**src/rtl/autorange_pkg.sv**
```systemverilog
package autorange_pkg;
  typedef enum logic [1:0] {
    STEP_HOLD = 2'd0,
    STEP_UP   = 2'd1,
    STEP_DN   = 2'd2
  } step_e;
endpackage

```
**src/rtl/arc_remote_sel.sv**
```systemverilog
module arc_remote_sel #(
  parameter int N_RANGES = 4,
  parameter int CNT_W    = 2
) (
  input  logic                auto_mode,
  input  logic [N_RANGES-1:0] remote_n,
  output logic                remote_act,
  output logic [CNT_W-1:0]    remote_idx,
  output logic [N_RANGES-1:0] remote_oh
);
  // lowest-index active (low) line wins
  function automatic logic [CNT_W-1:0] lowest_low(input logic [N_RANGES-1:0] lines);
    logic [CNT_W-1:0] idx;
    idx = '0;
    for (int i = N_RANGES - 1; i >= 0; i--) begin
      if (!lines[i]) idx = CNT_W'(i);
    end
    return idx;
  endfunction

  logic any_low;

  assign any_low    = !(&remote_n);
  assign remote_act = !auto_mode && any_low;
  assign remote_idx = lowest_low(remote_n);

  generate
    for (genvar g = 0; g < N_RANGES; g++) begin : g_oh
      assign remote_oh[g] = remote_act && (remote_idx == CNT_W'(g));
    end
  endgenerate
endmodule

```
**src/rtl/arc_step_ctrl.sv**
```systemverilog
module arc_step_ctrl
  import autorange_pkg::*;
#(
  parameter int N_RANGES = 4,
  parameter int CNT_W    = 2
) (
  input  logic             clk,
  input  logic             rst,
  input  logic             step_ok,
  input  logic             up_cmd,
  input  logic             dn_cmd,
  input  logic             load_en,
  input  logic [CNT_W-1:0] load_idx,
  output logic [CNT_W-1:0] count,
  output logic             at_floor,
  output logic             at_ceil,
  output logic             step_up_ev,
  output logic             step_dn_ev
);
  localparam logic [CNT_W-1:0] TOP = CNT_W'(N_RANGES - 1);

  function automatic step_e pick_dir(input logic up, input logic dn);
    if (up && !dn) return STEP_UP;
    if (dn && !up) return STEP_DN;
    return STEP_HOLD;
  endfunction

  function automatic logic [CNT_W-1:0] next_count(input logic [CNT_W-1:0] cur,
                                                  input step_e dir);
    case (dir)
      STEP_UP: return (cur == TOP) ? cur : cur + 1'b1;
      STEP_DN: return (cur == '0)  ? cur : cur - 1'b1;
      default: return cur;
    endcase
  endfunction

  step_e dir;

  assign dir        = step_ok ? pick_dir(up_cmd, dn_cmd) : STEP_HOLD;
  assign at_floor   = (count == '0);
  assign at_ceil    = (count == TOP);
  assign step_up_ev = (dir == STEP_UP) && !at_ceil;
  assign step_dn_ev = (dir == STEP_DN) && !at_floor;

  always_ff @(posedge clk) begin
    if (rst)          count <= TOP;
    else if (load_en) count <= load_idx;
    else              count <= next_count(count, dir);
  end
endmodule

```
**src/rtl/arc_range_dec.sv**
```systemverilog
module arc_range_dec #(
  parameter int N_RANGES = 4,
  parameter int CNT_W    = 2
) (
  input  logic                en_n,
  input  logic [CNT_W-1:0]    code,
  input  logic [N_RANGES-1:0] direct_oh,
  output logic [N_RANGES-1:0] sel
);
  generate
    for (genvar g = 0; g < N_RANGES; g++) begin : g_dec
      assign sel[g] = en_n ? direct_oh[g] : (code == CNT_W'(g));
    end
  endgenerate
endmodule

```
**src/rtl/autorange_ctrl.sv**
```systemverilog
module autorange_ctrl #(
  parameter int N_RANGES = 4,
  parameter int CODE_W   = 4
) (
  input  logic                clk,
  input  logic                rst,
  input  logic                tick,
  input  logic                up_cmd,
  input  logic                dn_cmd,
  input  logic                volt_mode,
  input  logic                auto_mode,
  input  logic [N_RANGES-1:0] remote_n,
  output logic [CODE_W-1:0]   range_code,
  output logic                dec_en_n,
  output logic [N_RANGES-1:0] range_sel
);
  localparam int CNT_W = (N_RANGES > 1) ? $clog2(N_RANGES) : 1;

  logic                remote_act;
  logic [CNT_W-1:0]    remote_idx;
  logic [N_RANGES-1:0] remote_oh;
  logic [CNT_W-1:0]    count;
  logic                step_ok;
  logic                load_ev;
  logic                at_floor;
  logic                at_ceil;
  logic                step_up_ev;
  logic                step_dn_ev;

  arc_remote_sel #(.N_RANGES(N_RANGES), .CNT_W(CNT_W)) u_remote (
    .auto_mode  (auto_mode),
    .remote_n   (remote_n),
    .remote_act (remote_act),
    .remote_idx (remote_idx),
    .remote_oh  (remote_oh)
  );

  assign load_ev  = remote_act;
  assign step_ok  = tick && volt_mode && !remote_act;
  assign dec_en_n = !(auto_mode || !remote_act);

  arc_step_ctrl #(.N_RANGES(N_RANGES), .CNT_W(CNT_W)) u_step (
    .clk        (clk),
    .rst        (rst),
    .step_ok    (step_ok),
    .up_cmd     (up_cmd),
    .dn_cmd     (dn_cmd),
    .load_en    (load_ev),
    .load_idx   (remote_idx),
    .count      (count),
    .at_floor   (at_floor),
    .at_ceil    (at_ceil),
    .step_up_ev (step_up_ev),
    .step_dn_ev (step_dn_ev)
  );

  assign range_code = CODE_W'(count);

  arc_range_dec #(.N_RANGES(N_RANGES), .CNT_W(CNT_W)) u_dec (
    .en_n      (dec_en_n),
    .code      (count),
    .direct_oh (remote_oh),
    .sel       (range_sel)
  );
endmodule

```
**config.mk**
```make
export PLATFORM = sky130hd
export DESIGN_NAME = autorange_ctrl
export DESIGN_NICKNAME = d
export VERILOG_FILES = /design/src/rtl/autorange_pkg.sv /design/src/rtl/arc_remote_sel.sv /design/src/rtl/arc_step_ctrl.sv /design/src/rtl/arc_range_dec.sv /design/src/rtl/autorange_ctrl.sv
export SDC_FILE = /design/constraint.sdc
export NUM_CORES = 1
export LEC_CHECK = 0
export CORE_AREA = 3 3 40 42
export DETAILED_ROUTE_END_ITERATION = 10
export DIE_AREA = 0 0 43 45
export GPL_TIMING_DRIVEN = 0
export SETUP_SLACK_MARGIN = 0.1
export SYNTH_ARGS = -nofsm -noshare
export SYNTH_HDL_FRONTEND = slang
export SYNTH_SLANG_ARGS = --single-unit
```
**constraint.sdc**
```tcl
create_clock -name clk -period 1.9 [get_ports clk]
set_input_delay 0.475 -clock clk [delete_from_list [all_inputs] [get_ports clk]]
set_output_delay 0.475 -clock clk [all_outputs]
set_load 0.005 [all_outputs]
```
==> results by group <==
Detailed routing
  – Vias/cell: 4.87
  – WL per Instance: 12.2 microns
  – TritonRoute pass-1 iters: 2
  – Via count: 404
  – Total Routed Length: 1.01 mm
  – DRC: 0
  – Detail Route Antenna Nets: 0
  – Starting DRC count in detailed routing: 5

Floorplanning
  – Starting Density: 0.277
  – Die H: 45 microns
  – Io pins: 20
  – Die Area: 1940 sq um
  – Chip Width: about 43 microns
  – Area of the core: 1280 sq um
  – Placement Rows: 13

CTS
  – Clock tree from TritonCTS: yes
  – Worst-Skew Late Latency: 0.22 ns
  – Hold_buf cts: 0
  – TritonCTS Buffers: 3
  – Clk slew on worst S/H paths: 0.03 ns
  – Root buf cell: clkbuf_4
  – Htree depth: 1
  – Clk buf depth: 2
  – Clock Sinks: 2

STA
  – Final Max Tran Viols: 0
  – Fin crit share: 0.954
  – Final Hold Vio Count: 0
  – Endpoints failing setup: 0
  – Fmax: roughly 550 MHz
  – RSZ-0062 raised after global routing: yes
  – Fin Clk Skew: 0.00159 ns
  – Min cycle time layout: 1.81 ns
  – Fin Hold WS: about 0.62 ns

Placement
  – DP Cell Count: 76
  – IO buf count: 17
  – Dpl hpwl: roughly 710 microns
  – Placer congestion estimate: 0.811

Cells and area
  – Area grow syn2layout: 65.5%
  – Ant. Diodes: 0
  – Layout cells sized above 1: 0.456
  – Commonest non-fill, non-tap cells in the layout: clkdlybuf4s50_1 (7), buf_4 (6), nor2_1 (5), buf_2 (5), ha_2 (4)
  – Max reg flops: 2
  – Most common cell after layout, fill and taps aside: clkdlybuf4s50_1
  – Fin nets: 85
  – Post-Layout Cell Count: 83
  – Largest Register: u_step.count
  – Largest regs: u_step.count: 2 flops

Global route
  – Antenna violations before repair: 0
  – Largest net degree at the start of global routing: 11
  – GRT Total Usage: 0.117
  – Vias in the first global route: between 300 and 400
  – Total grt overflow: 0
  – Global-route wire length before repair: 1.70 mm

Pwr
  – Pleak: 0.244 nW
  – Power density over cell area: 456 nW/um^2
  – Peak VDD IR: between 150 and 200 uV
  – Total chip power: roughly 0.00027 W

Hold path
  – Worst Hold Class: in2reg

Setup path
  – Type of element launching the critical path: input pin
  – CP Data Required Time: 1.42 ns
  – Worst setup EP type: output pin
  – Arr. time, crit path: ~1.3 ns
  – Crit Path Max Fanout: 2
  – Type of the worst setup path: in2out

Synth
  – Cell Area, Synth: 355 sq um
  – Area share of the largest cell type after synthesis: 0.141
  – Sequential share of the synthesized area: 0.113
  – Synth Flop Type: dfxtp_1
  – Async SR Flop Fraction: 0
  – Syn avg cell area: between 8 and 9 sq um
  – Yosys warns: 0
  – Post-Synthesis Cells: 43
  – Synth cell types: 25
  – EDFF count, synth: 0
  – Yosys top cell by area: ha_1
  – Seq cells post-synth: 2
  – Dominant cells by area after synthesis: ha_1 (14%), dfxtp_1 (11%), a41oi_4 (7.7%)

Flow run
  – Max-cap violations: 0

Status
  – Status: complete, no violations
## repair_timing
action,CTS,global route
hold endpoints to repair,0,0
resized for setup,37,9
setup buffers,3,1
setup endpoints to repair,5,3
pin swaps,2,1
## Yosys cell counts (2+ instances only)
master    n
buf_4     2
nand2_1   2
a211oi_1  2
nor3_1    2
nor4_1    2
o21ai_0   3
nor2_1    5
ha_1      4
dfxtp_1   2
inv_1     4
## cells by family after synthesis
logic type,Yosys count,synth area share
fa+ha+maj,4,0.141
xor+xnor,1,0.0247
buf+inv,7,0.0986
flops,2,0.113
other cells,1,0.0106
compound gates,13,0.349
simple gates,15,0.264
## cell type report
class | instances | area [sq um]
well taps | 15 | 18.8
inverters | 4 | 15.0
multi-input cells | 35 | 294
clock buffers | 3 | 22.5
repair buffers | 21 | 164
fillers | 142 | 697
flip-flops and latches | 2 | 47.5
plain buffers | 3 | 26.3
## routing by layer
| metal | up-vias | wire length [microns] | track usage |
|---|---|---|---|
| li1 | 207 | - | - |
| met2 | 13 | 509 | 0.177 |
| met5 | - | 0 | 0 |
| met3 | 2 | 61 | 0.0279 |
| met1 | 182 | 427 | 0.144 |
| met4 | 0 | 14 | 0.0904 |
## path summary, 6_finish.rpt
path	depth (start not counted)	slack, ns	to	start
worst min register to register	2	0.68	u_step.count[0]	u_step.count[0]
worst max-delay path	5	0.09	range_sel[0]	auto_mode
worst min-delay path	3	0.62	u_step.count[0]	remote_n[0]
worst max register to register	6	0.42	u_step.count[1]	u_step.count[1]
## critical path, stage by stage
cell and delay (ns):
clkdlybuf4s15_2 0.21, a41oi_4 0.18, buf_4 0.14, o22ai_1 0.07, dlygate4sd2_1 0.27
## report_power, final
group	internal, W	switching, W	leakage, nW	total [W]
registers	0.0000466	0.00000524	0.0169	0.0000518
logic	0.0000669	0.0000558	0.214	0.000123
clock network	0.0000697	0.0000240	0.0138	0.0000937
## stage by stage
step | instance area, sq um | setup TNS, ns | worst slack [ns] | utilization
2_1_floorplan | 359 | 0 | 0.471 | -
3_3_place_gp | 548 | -2.62 | -0.615 | 0.426
3_5_place_dp | 548 | -2.60 | -0.587 | 0.426
4_1_cts | 599 | -0.0137 | -0.0137 | 0.466
5_1_grt | 588 | 0 | 0.0451 | 0.458
6_report | 588 | 0 | 0.0880 | 0.458
Power figures use the tool's default switching activity.
